==> src/rtl/pwu_pkg.sv <==
package pwu_pkg;

    typedef enum logic [2:0] {
        S_IDLE,
        S_PFX1,
        S_PFX2,
        S_PROG,
        S_VFY,
        S_UNL
    } state_t;

    localparam logic [11:0] A_KEY1 = 12'h555;
    localparam logic [11:0] A_KEY2 = 12'h2AA;
    localparam logic [7:0]  C_KEY1 = 8'hAA;
    localparam logic [7:0]  C_KEY2 = 8'h55;
    localparam logic [7:0]  C_PROG = 8'h38;
    localparam logic [7:0]  C_VFY  = 8'hC8;
    localparam logic [7:0]  C_UNL  = 8'h28;

endpackage

==> src/rtl/pwu_store.sv <==
module pwu_store #(
    parameter int WORD_W  = 16,
    parameter int N_WORDS = 4,
    parameter int SEL_W   = 2
) (
    input  logic                      clk,
    input  logic                      rst,
    input  logic                      we,
    input  logic [SEL_W-1:0]          sel,
    input  logic [WORD_W-1:0]         wdata,
    output logic [WORD_W-1:0]         rword,
    output logic [WORD_W*N_WORDS-1:0] flat
);

    logic [WORD_W-1:0] words [N_WORDS];

    for (genvar g = 0; g < N_WORDS; g++) begin : g_word
        always_ff @(posedge clk) begin
            if (rst) begin
                words[g] <= '1;
            end else if (we && (sel == SEL_W'(g))) begin
                words[g] <= wdata;
            end
        end
        assign flat[g*WORD_W +: WORD_W] = words[g];
    end

    assign rword = words[sel];

endmodule

==> src/rtl/pwu_seq.sv <==
module pwu_seq
    import pwu_pkg::*;
#(
    parameter int ADDR_W  = 12,
    parameter int WORD_W  = 16,
    parameter int N_WORDS = 4,
    parameter int SEL_W   = 2
) (
    input  logic              clk,
    input  logic              rst,
    input  logic              wr_en,
    input  logic              rd_en,
    input  logic [ADDR_W-1:0] addr,
    input  logic [WORD_W-1:0] wdata,
    input  logic [WORD_W-1:0] cur_word,
    output logic              store_we,
    output state_t            state_o,
    output logic              locked_o,
    output logic [WORD_W-1:0] rdata
);

    localparam logic [SEL_W-1:0] LAST_IDX = SEL_W'(N_WORDS - 1);

    state_t           state_q, state_d;
    logic [SEL_W-1:0] idx_q, idx_d;
    logic             ok_q, ok_d;
    logic             locked_q;
    logic             unlock;

    logic             hit_k1, hit_k2, word_eq;
    logic [7:0]       cmd;
    logic [SEL_W-1:0] sel;

    assign hit_k1  = (addr == ADDR_W'(A_KEY1));
    assign hit_k2  = (addr == ADDR_W'(A_KEY2));
    assign cmd     = wdata[7:0];
    assign sel     = addr[SEL_W-1:0];
    assign word_eq = (wdata == cur_word);

    // state register
    always_ff @(posedge clk) begin
        if (rst) begin
            state_q  <= S_IDLE;
            idx_q    <= '0;
            ok_q     <= 1'b0;
            locked_q <= 1'b1;
        end else begin
            state_q  <= state_d;
            idx_q    <= idx_d;
            ok_q     <= ok_d;
            locked_q <= locked_q && !unlock;
        end
    end

    // next state
    always_comb begin
        state_d = state_q;
        idx_d   = idx_q;
        ok_d    = ok_q;
        unlock  = 1'b0;
        unique case (state_q)
            S_IDLE: begin
                if (wr_en && hit_k1 && (cmd == C_KEY1)) state_d = S_PFX1;   // T_KEY1
            end
            S_PFX1: begin
                if (wr_en) state_d = (hit_k2 && (cmd == C_KEY2)) ? S_PFX2 : S_IDLE;
            end
            S_PFX2: begin
                if (wr_en) begin
                    state_d = S_IDLE;                                      // T_BADCMD
                    idx_d   = '0;
                    ok_d    = 1'b1;
                    if (hit_k1) begin
                        if (cmd == C_PROG)     state_d = S_PROG;         // T_CMDPROG
                        else if (cmd == C_VFY) state_d = S_VFY;          // T_CMDVFY
                        else if (cmd == C_UNL) state_d = S_UNL;          // T_CMDUNL
                    end
                end
            end
            S_PROG: begin
                if (wr_en) state_d = S_IDLE;                               // T_STORE
            end
            S_VFY: begin
                if (wr_en || rd_en) state_d = S_IDLE;                      // T_READ / T_VABORT
            end
            S_UNL: begin
                if (wr_en) begin
                    if (sel != idx_q) begin
                        state_d = S_IDLE;                                  // T_ORDER
                    end else if (idx_q == LAST_IDX) begin
                        state_d = S_IDLE;                                  // T_LAST
                        unlock  = ok_q && word_eq;
                    end else begin
                        idx_d = idx_q + 1'b1;                              // T_NEXT
                        ok_d  = ok_q && word_eq;
                    end
                end
            end
            default: state_d = S_IDLE;
        endcase
    end

    // outputs
    always_comb begin
        store_we = (state_q == S_PROG) && wr_en && !locked_q;
        rdata    = '0;
        if ((state_q == S_VFY) && rd_en && !wr_en) begin
            rdata = locked_q ? '1 : cur_word;
        end
        state_o  = state_q;
        locked_o = locked_q;
    end

endmodule

==> src/rtl/pwu_top.sv <==
module pwu_top
    import pwu_pkg::*;
#(
    parameter int ADDR_W  = 12,
    parameter int WORD_W  = 16,
    parameter int N_WORDS = 4
) (
    input  logic              clk_i,
    input  logic              rst_i,
    input  logic              wr_en_i,
    input  logic              rd_en_i,
    input  logic [ADDR_W-1:0] addr_i,
    input  logic [WORD_W-1:0] wdata_i,
    output logic [WORD_W-1:0] rdata_o,
    output logic              locked_o
);

    localparam int SEL_W = $clog2(N_WORDS);
    localparam int PW_W  = WORD_W * N_WORDS;

    logic              store_we;
    logic [WORD_W-1:0] cur_word;
    logic [PW_W-1:0]   pw_flat_w;
    state_t            state_w;

    pwu_store #(
        .WORD_W (WORD_W),
        .N_WORDS(N_WORDS),
        .SEL_W  (SEL_W)
    ) u_store (
        .clk  (clk_i),
        .rst  (rst_i),
        .we   (store_we),
        .sel  (addr_i[SEL_W-1:0]),
        .wdata(wdata_i),
        .rword(cur_word),
        .flat (pw_flat_w)
    );

    pwu_seq #(
        .ADDR_W (ADDR_W),
        .WORD_W (WORD_W),
        .N_WORDS(N_WORDS),
        .SEL_W  (SEL_W)
    ) u_seq (
        .clk     (clk_i),
        .rst     (rst_i),
        .wr_en   (wr_en_i),
        .rd_en   (rd_en_i),
        .addr    (addr_i),
        .wdata   (wdata_i),
        .cur_word(cur_word),
        .store_we(store_we),
        .state_o (state_w),
        .locked_o(locked_o),
        .rdata   (rdata_o)
    );

endmodule

==> config.mk <==
export PLATFORM = sky130hd
export DESIGN_NAME = pwu_top
export DESIGN_NICKNAME = d
export VERILOG_FILES = /design/src/rtl/pwu_pkg.sv /design/src/rtl/pwu_store.sv /design/src/rtl/pwu_seq.sv /design/src/rtl/pwu_top.sv
export SDC_FILE = /design/constraint.sdc
export NUM_CORES = 1
export LEC_CHECK = 0
export ABC_AREA = 0
export ABC_CLOCK_PERIOD_IN_PS = 2900
export BUFFER_PORTS_ARGS = -buffer_cell sky130_fd_sc_hd__buf_4
export CORE_UTILIZATION = 39
export CTS_CLUSTER_DIAMETER = 60
export DETAILED_ROUTE_END_ITERATION = 8
export PLACE_DENSITY = 0.69
export SYNTH_ARGS = -nofsm -noshare
export SYNTH_HDL_FRONTEND = slang
export SYNTH_HIERARCHICAL = 1
export SYNTH_SLANG_ARGS = --single-unit
==> constraint.sdc <==
create_clock -name clk_i -period 2.9 [get_ports clk_i]
set_input_delay 0.58 -clock clk_i [delete_from_list [all_inputs] [get_ports clk_i]]
set_output_delay 0.58 -clock clk_i [all_outputs]
set_load 0.02 [all_outputs]
==> results of run 1 <==
==> through the flow <==
stage | std cells | cell area [µm²] | hold slack, ps
after floorplan | 315 | 3770 | 482
after global placement | 482 | 4250 | 514
after detailed placement | 482 | 4250 | 523
after CTS | 498 | 4430 | 537
after global routing | 498 | 4430 | 575
final | 498 | 4430 | 537
==> worst reg2reg max path, delay by kind of cell (launching register included) <==
| family | cells | cell delay (ps) |
|---|---|---|
| compound gates | 1 | 360 |
| xor+xnor | 1 | 170 |
| flops | 1 | 370 |
| simple gates | 2 | 640 |
| mux | 1 | 490 |
==> power breakdown <==
group | internal, W | total (W) | switching, W
Sequential | 0.00113 | 0.00113 | 0.00000545
Combinational | 0.0000874 | 0.000201 | 0.000114
Clock | 0.000391 | 0.000746 | 0.000356
==> how the worst max path moves through the flow <==
stage          startpoint              to  slack, ps  depth (start not counted)
2_1_floorplan   addr_i[0]  u_seq/locked_o        660                          6
3_3_place_gp    addr_i[0]  u_seq/locked_o        200                          6
3_5_place_dp    addr_i[0]  u_seq/locked_o         70                          6
4_1_cts         addr_i[0]      rdata_o[6]        330                          5
5_1_grt         addr_i[0]      rdata_o[6]        280                          5
6_report        addr_i[0]      rdata_o[6]        360                          5
==> final cells by class <==
| cell class | instances | area, µm² |
|---|---|---|
| flip-flops and latches | 71 | 2060 |
| clock buffers | 11 | 131 |
| clock inverters | 5 | 48.8 |
| multi-input cells | 221 | 1560 |
| fillers | 852 | 4860 |
| well taps | 129 | 161 |
| inverters | 2 | 7.51 |
| repair buffers | 59 | 455 |
==> logic make-up after synthesis <==
| group | count (synthesis) | synth area share |
|---|---|---|
| AO/OA/AOI/OAI | 18 | 0.0345 |
| buffers and inverters | 23 | 0.0412 |
| adder cells (fa/ha/maj) | 1 | 0.00332 |
| flip-flops | 71 | 0.547 |
| XOR/XNOR | 18 | 0.0418 |
| AND/OR/NAND/NOR | 167 | 0.234 |
| multiplexers | 17 | 0.0982 |
==> cell usage in the layout (no fill, tap or decap), types with 3 or more instances in the layout <==
master	n
nand2_1	68
edfxtp_1	64
buf_4	58
nor2_1	40
mux4_2	16
xnor2_1	14
nor3b_1	11
clkbuf_8	9
dfxtp_1	7
nand4_1	5
nor3b_2	5
xor2_1	4
nor4_1	4
nand3b_1	4
o21ai_0	4
a21o_1	4
clkinv_2	3
nand3_1	3
nor3_1	3
and4bb_1	3
nor4bb_1	3
==> state kept, by name (all words and copies together), names as in the netlist <==
signal          count
u_seq/state_o       3
u_seq/idx_q         2
u_store/words      64
u_seq/ok_q          1
u_seq/locked_o      1
==> metal layers <==
metal	vias to the layer above	track usage
met1	1322	0.266
met3	22	0.0306
met4	0	0.117
met5	-	0
li1	1242	-
met2	129	0.307
==> results.ini, run 1 <==
[run_status]
status=finished clean

[die]
core_area_mm2=0.00928
fp-row-count=35
io-pin-count=49
initial_utilization=0.406
fp.dieW_um=100
dieArea_mm2=0.0101
die_h_um=100

[critical_path]
worstPathCellList=buf_4 -> mux4_2 -> nor2_1 -> nor2_1 -> buf_4
cp_slowest_cell=mux4_2
reg2reg_slack_ps=770
crit_path_end_kind=primary output
crit_fanout=23
worstPathArrival_ps=1960
crit_type=input pin to primary output
r2r_cells=5
path_buf_inv=2
reg2reg_from=u_store/words[2][3]
max_stage_delay_ps=600
cp-start-kind=input pin
r2r-end=u_seq/locked_o
required_ps=2320
path_delay_family=multiplexers

[pwr]
p_leak_nw=1.38
fin_total_pwr_w=0.00208
power.density_mw_per_mm2=470
ir_worst_vdd_mv=0.199

[worst_hold_path]
hold_path_class=flop to flop
worstHoldStart=u_seq/ok_q
whs_path_depth=2
holdPathEnd=u_seq/ok_q

[timing]
post-route-period-util=0.875
rsz0062_at_grt=no
finalSetupViolCount=0
fmax_mhz=394
min_period_ps=2540
worst_pin_slew_ps=511
tns_ps=0
fin_skew_ps=5.16
setup_slack_ps=363
drv_slew=0
relSlewSlack=0.659
final_hold_viol_count=0

[synth]
synth_nets=348
synth_edf_count=64
yosys-top-cells-count=68 x nand2_1, 64 x edfxtp_1, 40 x nor2_1
syn_area_mm2=0.00377
yosysTopAreaCell=edfxtp_1
postSynthAreaPerCell_um2=12.0
synth_top_area_frac=0.510
synth_ff_type=edfxtp_1
yosysSeqAreaShare=0.547
synth_area_leaders=edfxtp_1 51%, mux4_2 9.6%, nand2_1 6.8%
synthCells=315
async_reset_ff_frac=0
yosysWarnings=6
yosysMostFrequentCell=nand2_1
synth.ff_latch_count=71
synth.distinct_cells=47

[drt]
dr_wl_met3_um=731
via_count=2715
totalWireLength_um=9290
viasPerCell=5.45
ant_nets=0
met2WireLength_um=4270
firstDrtPassIters=4
drc=0
drt-initial-drc-count=221
routedWlPerCell_um=18.7
top_layer=met4
met1_length_um=4010

[clock_network]
cts.sinks=71
cts_resized=0
cts_tree=done
numCtsBuffers=9
path_clk_slew_ps=70
clock_latency_ps=340
htree_levels=3
postCtsHoldBufs=0
cts_root_buffer=clkbuf_8
clk_path_buf_depth=2
cts_setup_buffers=0

[grt]
antenna_found_initial=0
grt_pass1_wl_um=14700
overflow=0
grt_use_total=0.199
grt_max_degree=30
first_global_vias=2683

[cells_and_area]
diodes=0
final_layout_size_suffix_gt1_frac=0.271
final_nets=397
syn_to_final_growth_pct=17.4
postLayoutCoreUtil=0.477

[place]
dp_slack_ps=67.7
port_buffers=48
hpwlAfterDp_um=6230
gp_congestion=0.811

[flow_run]
maxCapViolations=0

No activity file was read; power rests on OpenSTA's default activity.
==> inputs of run 2 (changes only) <==
- REMOVE_ABC_BUFFERS: default -> 1
==> results.ini, run 2 (synthesis results as in run 1) <==
[grt]
grt_use_total=0.197
first_global_vias=2709
grt_pass1_wl_um=14600
grt_max_degree=30
overflow=0
antenna_found_initial=0

[cells_and_area]
mostFrequentLayoutCell=nand2_1
top_register=u_store/words
seqCellArea_mm2=0.00206
multiInputGateArea_mm2=0.00156
final_layout_size_suffix_gt1_frac=0.278
instances_no_fill=499
largest_reg_flops=64
final_nets=398
syn_to_final_growth_pct=18.9
diodes=0
final_cell_mix=68 x nand2_1, 64 x edfxtp_1, 60 x buf_4
fillCellCount=872

[flow_run]
maxCapViolations=0

[pwr]
seq_power_share=0.496
switching_share=0.218
netSwitchingPower_w=0.000499
internal-power_w=0.00179
clkPwrFrac=0.417
p_leak_nw=1.40
p_comb_frac=0.087
power.density_mw_per_mm2=510
ir_worst_vdd_mv=0.280

[critical_path]
crit_fanout=23
crit_path_end_kind=primary output
crit_type=input pin to primary output
cp-start-kind=input pin
required_ps=2320
worstPathArrival_ps=1950

[clock_network]
cts_root_buffer=clkbuf_8
cts_resized=0
cts_tree=done
numCtsBuffers=9
path_clk_slew_ps=70
htree_levels=3
clk_path_buf_depth=2
clock_latency_ps=340
cts_setup_buffers=0
postCtsHoldBufs=0
cts.sinks=71

[place]
port_buffers=48
gp_congestion=0.804
place_inst=483
hpwlAfterDp_um=6010
dp_slack_ps=123

[timing]
final_hold_viol_count=0
relSlewSlack=0.651
setup_slack_ps=369
drv_slew=0
fmax_mhz=395
tns_ps=0
fin_skew_ps=8.46
min_period_ps=2530
post-route-period-util=0.873
rsz0062_at_grt=no
finalSetupViolCount=0
worst_pin_slew_ps=523
holdWs_ps=517

[drt]
totalWireLength_um=9220
firstDrtPassIters=5
drc=0
via_count=2698
ant_nets=0
routedWlPerCell_um=18.5
drt-initial-drc-count=206
viasPerCell=5.41

[die]
initial_utilization=0.406
fp-row-count=35
io-pin-count=49
fp.dieW_um=100
dieArea_mm2=0.0101
core_area_mm2=0.00928
die_h_um=100

[worst_hold_path]
hold_path_class=flop to flop

[run_status]
status=finished clean

[run 2: cell count changes in the layout (fill, tap and decap cells not counted)]
| cell | change |
|---|---|
| clkinvlp_4 | +1 |
| inv_6 | +1 |
| clkinv_2 | -3 |
| buf_4 | +2 |
| clkinv_4 | +1 |
| bufinv_16 | +2 |
| clkbuf_1 | -2 |
| buf_12 | -1 |
[run 2: worst max-delay path, stage by stage]
cell    delay, ps
buf_4         380
mux4_2        580
nor2_1        170
nor2_1         60
buf_4         160
[run 2: worst paths after layout]
check / cells past startpoint / slack [ps] / to / from
worst max-delay path: 5 / 370 / rdata_o[9] / addr_i[0]
worst min-delay path: 2 / 520 / u_seq/ok_q / u_seq/ok_q
worst max register to register: 6 / 850 / u_seq/locked_o / u_store/words[2][10]
worst min register to register: 2 / 520 / u_seq/ok_q / u_seq/ok_q
[run 2: area by class of cell]
cell class / count / share of cell area
clock buffers: 9 / 0.0276
clock inverters: 7 / 0.0265
inverters: 2 / 0.00167
multi-input cells: 221 / 0.348
flip-flops and latches: 71 / 0.460
well taps: 129 / 0.0360
repair buffers: 60 / 0.100
[run 2: through the flow]
stage	utilization	instance area [µm²]	total power, W
after floorplan	-	3620	0.00125
after global placement	0.457	4240	0.00135
after detailed placement	0.457	4240	0.00136
after CTS	0.483	4480	0.00231
after global routing	0.483	4480	0.00236
final	0.483	4480	0.00229
[run 2: power groups by stage]
stage | Combinational (W) | Clock, W | Sequential [W]
global route | 0.000214 | 0.00101 | 0.00114
floorplan | 0.0000902 | 0 | 0.00116
global placement | 0.000197 | 0 | 0.00116
finish | 0.000199 | 0.000954 | 0.00113
detailed placement | 0.000200 | 0 | 0.00116
CTS | 0.000201 | 0.000973 | 0.00113
[run 2: routing by layer]
metal / up-vias / GRT usage / wire length (µm)
li1: 1240 / - / -
met1: 1308 / 0.257 / 3790
met2: 133 / 0.331 / 4560
met3: 17 / 0.0272 / 654
met4: 0 / 0.0803 / 207
met5: - / 0 / 0
